$ cat src/rtl/fdb_pkg.sv
`timescale 1ns/1ps
package fdb_pkg;

    // State kept by one fault cell.
    typedef struct packed {
        logic latched;   // inner sticky fault latch
        logic reported;  // latched value has reached the host
    } cell_st_t;

    // What the snapshot register does in a given cycle.
    typedef enum logic [1:0] {
        SNAP_KEEP    = 2'd0,
        SNAP_COPY    = 2'd1,
        SNAP_REFRESH = 2'd2
    } snap_op_e;

    // A frame end outranks a pending configuration refresh.
    function automatic snap_op_e pick_snap_op(input logic frame_end, input logic refresh);
        if (frame_end)
            return SNAP_COPY;
        else if (refresh)
            return SNAP_REFRESH;
        return SNAP_KEEP;
    endfunction

    // Next state of a cell. A live condition always keeps the latch set.
    function automatic cell_st_t cell_next(input cell_st_t cur, input logic cond,
                                           input logic rep_pulse);
        cell_st_t nx;
        logic     rep_any;
        rep_any = cur.reported | rep_pulse;
        if (cond) begin
            nx.latched  = 1'b1;
            nx.reported = cur.latched & rep_any;
        end else if (cur.latched && rep_any) begin
            nx.latched  = 1'b0;
            nx.reported = 1'b0;
        end else begin
            nx.latched  = cur.latched;
            nx.reported = cur.latched & rep_any;
        end
        return nx;
    endfunction

endpackage

$ cat src/rtl/fdb_sync_edge.sv
`timescale 1ns/1ps
module fdb_sync_edge #(
    parameter int STAGES = 2
) (
    input  logic clk,
    input  logic rst,
    input  logic async_i,
    output logic rise_o
);
    // chain[STAGES-1] is the synchronised level, chain[STAGES] its previous value
    logic [STAGES:0] chain_q;

    always_ff @(posedge clk) begin
        if (rst)
            chain_q <= '1;
        else
            chain_q <= {chain_q[STAGES-1:0], async_i};
    end

    assign rise_o = chain_q[STAGES-1] & ~chain_q[STAGES];


    rise_pulse_chk: assert property (@(posedge clk) disable iff (rst)
        rise_o |=> !rise_o)
        else $error("release edge detected two cycles running");

endmodule

$ cat src/rtl/fdb_fault_cell.sv
`timescale 1ns/1ps
module fdb_fault_cell
    import fdb_pkg::*;
(
    input  logic clk,
    input  logic rst,
    input  logic cond_i,
    input  logic rep_pulse_i,
    output logic latched_o
);
    cell_st_t st_q;

    always_ff @(posedge clk) begin
        if (rst)
            st_q <= '0;
        else
            st_q <= cell_next(st_q, cond_i, rep_pulse_i);
    end

    assign latched_o = st_q.latched;


    set_wins_chk: assert property (@(posedge clk) disable iff (rst)
        cond_i |=> latched_o)
        else $error("live fault did not leave latch set");


    clear_needs_both_chk: assert property (@(posedge clk) disable iff (rst)
        $fell(latched_o) |-> (!$past(cond_i) && $past(st_q.reported || rep_pulse_i)))
        else $error("latch cleared without report or with condition present");

endmodule

$ cat src/rtl/fdb_refresh_timer.sv
`timescale 1ns/1ps
module fdb_refresh_timer #(
    parameter int DLY = 8
) (
    input  logic clk,
    input  logic rst,
    input  logic arm_i,
    input  logic cancel_i,
    output logic fire_o
);
    localparam int CW = $clog2(DLY + 1);

    logic [CW-1:0] cnt_q;

    always_ff @(posedge clk) begin
        if (rst)
            cnt_q <= '0;
        else if (arm_i)
            cnt_q <= CW'(DLY);
        else if (cancel_i)
            cnt_q <= '0;
        else if (cnt_q != '0)
            cnt_q <= cnt_q - 1'b1;
    end

    assign fire_o = (cnt_q == CW'(1));


    cnt_range_chk: assert property (@(posedge clk) disable iff (rst)
        cnt_q <= CW'(DLY))
        else $error("refresh counter out of range");


    cancel_quiet_chk: assert property (@(posedge clk) disable iff (rst)
        (cancel_i && !arm_i) |=> !fire_o)
        else $error("refresh fired after cancel");

endmodule

$ cat src/rtl/fault_dbuf_reg.sv
`timescale 1ns/1ps
module fault_dbuf_reg
    import fdb_pkg::*;
#(
    parameter int NF          = 8,
    parameter int SYNC_STAGES = 2,
    parameter int CFG_BIT     = 2,
    parameter int RS_DLY      = 8
) (
    input  logic          clk,
    input  logic          rst,
    input  logic          cs_n,
    input  logic [NF-1:0] fault_in,
    input  logic          cfg_cmd,
    input  logic          rsp_load,
    input  logic          tx_done,
    output logic [NF-1:0] snap_o
);
    logic          frame_end;
    logic          refresh_fire;
    logic [NF-1:0] inner_w;
    logic [NF-1:0] rep_pulse;
    logic [NF-1:0] snap_q;
    logic [NF-1:0] sent_q;
    snap_op_e      snap_op;

    fdb_sync_edge #(.STAGES(SYNC_STAGES)) u_sync (
        .clk    (clk),
        .rst    (rst),
        .async_i(cs_n),
        .rise_o (frame_end)
    );

    fdb_refresh_timer #(.DLY(RS_DLY)) u_timer (
        .clk     (clk),
        .rst     (rst),
        .arm_i   (frame_end & cfg_cmd),
        .cancel_i(frame_end & ~cfg_cmd),
        .fire_o  (refresh_fire)
    );

    // A report counts only for bits present in the word that was loaded.
    assign rep_pulse = {NF{tx_done}} & sent_q;

    for (genvar i = 0; i < NF; i++) begin : g_cell
        fdb_fault_cell u_cell (
            .clk        (clk),
            .rst        (rst),
            .cond_i     (fault_in[i]),
            .rep_pulse_i(rep_pulse[i]),
            .latched_o  (inner_w[i])
        );
    end

    assign snap_op = pick_snap_op(frame_end, refresh_fire);

    always_ff @(posedge clk) begin
        if (rst) begin
            snap_q <= '0;
            sent_q <= '0;
        end else begin
            case (snap_op)
                SNAP_COPY:    snap_q <= inner_w;
                SNAP_REFRESH: snap_q[CFG_BIT] <= fault_in[CFG_BIT];
                default:      snap_q <= snap_q;
            endcase
            if (rsp_load)
                sent_q <= snap_q;
        end
    end

    assign snap_o = snap_q;


    snap_hold_chk: assert property (@(posedge clk) disable iff (rst)
        (!frame_end && !refresh_fire) |=> $stable(snap_q))
        else $error("snapshot moved outside frame end or refresh");


    snap_copy_chk: assert property (@(posedge clk) disable iff (rst)
        frame_end |=> (snap_q == $past(inner_w)))
        else $error("snapshot differs from inner layer after frame end");


    refresh_bit_chk: assert property (@(posedge clk) disable iff (rst)
        (refresh_fire && !frame_end) |=> (snap_q[CFG_BIT] == $past(fault_in[CFG_BIT])))
        else $error("refreshed bit does not follow live condition");

endmodule

$ cat config.mk
export PLATFORM = sky130hd
export DESIGN_NAME = fault_dbuf_reg
export DESIGN_NICKNAME = d
export VERILOG_FILES = /design/src/rtl/fdb_pkg.sv /design/src/rtl/fdb_sync_edge.sv /design/src/rtl/fdb_fault_cell.sv /design/src/rtl/fdb_refresh_timer.sv /design/src/rtl/fault_dbuf_reg.sv
export SDC_FILE = /design/constraint.sdc
export NUM_CORES = 1
export LEC_CHECK = 0
export ABC_CLOCK_PERIOD_IN_PS = 2070
export BUFFER_PORTS_ARGS = -buffer_cell sky130_fd_sc_hd__buf_4
export CORE_MARGIN = 2
export CORE_UTILIZATION = 58
export DETAILED_ROUTE_END_ITERATION = 8
export PLACE_DENSITY = 0.92
export RECOVER_POWER = 25
export SYNTH_ARGS = -nofsm -noshare
export SYNTH_HDL_FRONTEND = slang
export SYNTH_SLANG_ARGS = --single-unit
$ cat constraint.sdc
create_clock -name clk -period 2.07 [get_ports clk]
set_input_delay 0.207 -clock clk [delete_from_list [all_inputs] [get_ports clk]]
set_output_delay 0.207 -clock clk [all_outputs]
set_load 0.01 [all_outputs]
---- After elaboration in Yosys (flattened, before gate mapping) ----
Index checks and enable logic that the tools add are counted.
W data, S select, Z words.
cells by class
  mux-type cells .......................... 25
  add/sub/neg operators ................... 1
  reductions and logical operators ........ 20
  eq/ne operators ......................... 3
  bitwise logic cells ..................... 22
operators by type and width
  operator               count
  $mux W2                19
  $reduce_bool A2 Y1     9
  $mux W4                3
  $and A1 B1 Y1          11
  $and A8 B8 Y8          1
  $logic_and A1 B1 Y1    8
  $or A1 B1 Y1           8
  $eq A4 B1 Y1 const B   1
  $reduce_bool A4 Y1     1
  $sub A4 B1 Y4 const B  1
  $reduce_bool A3 Y1     1
  $reduce_or A3 Y1       1
  $eq A2 B1 Y1 const B   1
  $eq A2 B2 Y1 const B   1
  $mux W1                2
  $not A1 Y1             2
  $pmux W1 S2            1
storage, ports and cells
  flip-flop bits (word level) ............. 39
  word-level logic and storage cells ...... 93
  input port bits ......................... 14
  output and inout port bits .............. 8

---- Longest topological paths before layout ----
  depth in word-level cells ............... 6
  depth in mapped cells ................... 5
  mapped depth without buffers ............ 5

---- Hierarchy ----
Synthesis repeated with hierarchy kept, for this count alone.
unflattened totals
  cell total of the unflattened synthesis .. 150
  area total of the unflattened synthesis .. 1514.0 µm²
by module, submodules not included
  module             cells each  instances  seq. area each (µm²)  area each (µm²)
  fault_dbuf_reg     64          1          320.3                 659.4
  fdb_fault_cell     7           8          40.0                  68.8
  fdb_refresh_timer  23          1          80.1                  219.0
  fdb_sync_edge      7           1          60.1                  85.1

---- Least setup slack after synthesis ----
No wires, ideal clock.
  kind .................................... flip-flop to flip-flop
  start ................................... register u_timer.cnt_q[1]
  end ..................................... register u_timer.cnt_q[1]
  arrival ................................. 1.170 ns
  buffers on the path ..................... 0
  clock period less this slack ............ 1.273 ns
  slack ................................... 0.797 ns
  required time ........................... 1.967 ns
  stages on the path, launching flop included .. 6
  library setup time ...................... 0.103 ns
  path through ............................ dfxtp_1 -> inv_1 -> ha_1 -> nor3b_4 -> nor2b_1 -> a2111oi_2
between the ends
  cells in the longest elaborated chain, start to end .. 1
  elaborated cells between the ends (all ways) .. 2
  those cells by class .................... add/sub (1); reduce/logical (1)
ends and longest elaborated chain
  item                                                 line                                              RTL
  start: declaration                                   fdb_refresh_timer.sv:13                           logic [CW-1:0] cnt_q;
  start signal: assignment                             fdb_refresh_timer.sv:19                           cnt_q <= CW'(DLY);
  start signal: assignment                             fdb_refresh_timer.sv:23                           cnt_q <= cnt_q - 1'b1;
  $sub A4 B1 Y4 or $reduce_bool A4 Y1 (tied branches)  fdb_refresh_timer.sv:23, fdb_refresh_timer.sv:22
Several ways; a longest one is shown, not always the timed one.
A chain may end at the register's enable or synchronous reset.

==> flow_metrics.py <==
metrics = {
    "synthesis": {
        "yosysUniqueCellTypes": 23,
        "ys_seq_elements": 39,
        "synth_fp_nets": 166,
        "synth_top_cells_by_count": "dfxtp_1, a21oi_1, nand2_1, nor2_1",
        "synthArstFlopShare_pct": 0,
        "synthTopCellsByArea": "dfxtp_1, a21oi_1, mux2i_1",
        "synth_top_area_cell": "dfxtp_1",
        "yosys_warnings": 0,
        "synth_most_common_cell": "dfxtp_1",
        "syn_avg_cell_area_um2": 9.46,
        "synthCells": 149,
        "seq_area_frac_synth_pct": 55.4,
        "synth_top_area_share_pct": 55.4,
        "synth_flop_cell": "dfxtp_1",
        "syn-cell-area_mm2": 0.00141,
        "synth_edf_count": 0,
    },
    "cts": {
        "post-cts-setup-buffer-count": 0,
        "cts_resized": 0,
        "hold_buffers": 0,
        "clk_pin_slew_ns": 0.10,
        "clock_sinks": 39,
        "clockBufferDepth": 2,
        "htree_num_levels": 2,
        "cts_tree": "yes",
        "clock_latency_ns": 0.34,
        "cts_root_buf": "clkbuf_4",
        "cts_buffers": 5,
    },
    "pwr": {
        "p_leak_nw": 0.649,
        "power_w": 0.00160,
        "switching_share_pct": 29.3,
        "p_sw_w": 0.000469,
        "peakVddDrop_uv": 786,
        "p_int_w": 0.00113,
        "p_seq_share_pct": 54.6,
        "p_clk_share_pct": 22.7,
        "power_density_mw_per_mm2": 987,
        "comb_power_share_pct": 22.7,
    },
    "run_status": {
        "violations": "max-capacitance violations, max-slew violations",
        "outcome": "complete, but fails checks",
    },
    "worst_setup_path": {
        "cp.required_ns": 2.24,
        "worst_r2r_path_depth": 5,
        "rrSetupSlack_ns": 0.61,
        "worst_ep_arrival_time_ns": 1.66,
        "end_kind": "flop",
        "r2r_start": "u_timer.cnt_q[1]$_SDFFE_PP0P_",
        "start_kind": "primary input",
        "cp_max_fo": 40,
        "path_class": "in -> reg",
        "r2r-end": "u_timer.cnt_q[1]$_SDFFE_PP0P_",
    },
    "route": {
        "detail-route-antenna-nets": 0,
        "drtPass1Iterations": 4,
        "avgRoutedWirePerCell_um": 13.0,
        "vias": 1067,
        "via_per_inst": 5.36,
        "drtIter0Drc": 19,
        "drt_wl_total_um": 2590,
        "drc": 0,
    },
    "hold_path": {
        "min_to": "u_sync.chain_q[0]$_SDFF_PP1_",
        "hold_class": "in -> reg",
        "whs_path_depth": 2,
        "hold_start": "cs_n",
    },
    "sta": {
        "fin_worst_skew_ns": 0.00720,
        "fmax_mhz": 667,
        "drv_slew": 41,
        "hold_viol": 0,
        "tns_ns": 0,
        "maxSlewHeadroom_pct": -4.31,
        "min_period_over_period_pct": 72.4,
        "finalSetupViolations": 0,
        "rsz0062_at_grt": "no",
        "fin_crit_ns": 1.50,
        "worst_pin_slew_ns": 1.56,
    },
    "flow_run": {
        "maxCapViolations": 1,
    },
    "grt": {
        "grt_overflow": 0,
        "grt_pass1_wl_um": 4310,
        "grt_max_degree": 41,
        "grt_pass1_vias": 1012,
        "antenna_found_initial": 0,
        "grtUsageTotal_pct": 21.6,
    },
    "place": {
        "gp_congestion": 0.659,
        "place_hpwl_um": 1770,
        "port_buffers": 21,
    },
    "die": {
        "die_w_um": 53.3,
        "core_mm2": 0.00225,
        "dieArea_mm2": 0.00284,
        "start_util_pct": 62.5,
        "ios": 22,
        "fp.dieH_um": 53.3,
        "num_rows": 17,
    },
    "layout": {
        "syn_to_final_growth_pct": 15.1,
        "fillers": 190,
        "diodes": 0,
        "drive_gt1_share_pct": 19.9,
        "nets": 187,
    },
}
final cells by class:
type | count | area [um2] | share of cell area, %
multi-input combinational | 100 | 587 | 36.2
clock inverter | 1 | 5.00 | 0.309
tap | 28 | 35.0 | 2.16
inverter | 2 | 7.51 | 0.463
sequential | 39 | 781 | 48.1
timing repair buffer | 22 | 161 | 9.95
clock buffer | 7 | 45.0 | 2.78
metal layers:
metal  vias up  wire [um]  GRT usage [%]
li1        548          -              -
met1       489       1090           22.3
met2        22       1340           39.5
met3         8        109           6.78
met4         0         47           8.97
met5         -          0              0
placed cells by master (no fill, tap or decap), drive strengths merged:
| master | count |
|---|---|
| nor3b | 2 |
| or2 | 3 |
| nand2b | 1 |
| nor2b | 2 |
| o41ai | 1 |
| xnor2 | 3 |
| nor3 | 10 |
| nor2 | 17 |
| clkinv | 1 |
| buf | 21 |
| mux2i | 9 |
| clkbuf | 8 |
| nand2 | 22 |
| a21oi | 23 |
| nand3b | 1 |
| a211oi | 1 |
| ha | 3 |
| inv | 2 |
| nor4 | 1 |
| a2111oi | 1 |
| dfxtp | 39 |
flip-flops by register name (all words and copies together) (netlist names):
name	flops
u_sync.chain_q	3
u_timer.cnt_q	4
g_cell.u_cell.st_q	8
g_cell.u_cell.latched_o	8
sent_q	8
snap_o	8
worst max-delay path by stage:
stage                                  startpoint                       endpoint  slack, ns  depth (start not counted)
global placement    u_timer.cnt_q[1]$_SDFFE_PP0P_  u_timer.cnt_q[1]$_SDFFE_PP0P_       0.77                          5
CTS                 u_timer.cnt_q[1]$_SDFFE_PP0P_  u_timer.cnt_q[1]$_SDFFE_PP0P_       0.62                          5
floorplan           u_timer.cnt_q[1]$_SDFFE_PP0P_  u_timer.cnt_q[1]$_SDFFE_PP0P_       0.80                          5
finish                                        rst  u_timer.cnt_q[3]$_SDFFE_PP0P_       0.57                          3
detailed placement  u_timer.cnt_q[1]$_SDFFE_PP0P_  u_timer.cnt_q[1]$_SDFFE_PP0P_       0.66                          5
global route                                  rst  u_timer.cnt_q[3]$_SDFFE_PP0P_       0.40                          3
cell families (layout without fill, tap and decap cells):
group	Yosys count	after routing	share of synthesized area, %
xor gates and xnor gates	3	3	1.87
buffers and inverters	10	32	2.93
and+or+nand+nor	59	59	19.8
adders and majority gates	3	3	2.66
DFF	39	39	55.4
muxes	9	9	6.39
AOI/OAI and AO/OA	26	26	10.9
power groups by stage:
stage | sequential [W] | combinational [W] | clock [W]
2_1_floorplan | 0.000878 | 0.000284 | 0
3_3_place_gp | 0.000881 | 0.000334 | 0
3_5_place_dp | 0.000889 | 0.000358 | 0
4_1_cts | 0.000873 | 0.000367 | 0.000366
5_1_grt | 0.000880 | 0.000398 | 0.000397
6_report | 0.000874 | 0.000363 | 0.000363
critical path: stages:
cell	delay, ns
clkbuf_1	1.11
nand3b_1	0.26
o41ai_2	0.09
per-stage QoR:
step	cells	utilization (%)	instance area, um2	hold slack, ns	worst slack, ns
2_1_floorplan	149	-	1410	0.311	0.797
3_3_place_gp	191	69.9	1580	0.394	0.767
3_5_place_dp	191	69.9	1580	0.397	0.661
6_report	199	71.9	1620	0.0487	0.571
5_1_grt	199	71.9	1620	0.0340	0.400
4_1_cts	199	72.1	1630	0.0418	0.622
(Power assumes the default switching activity.)
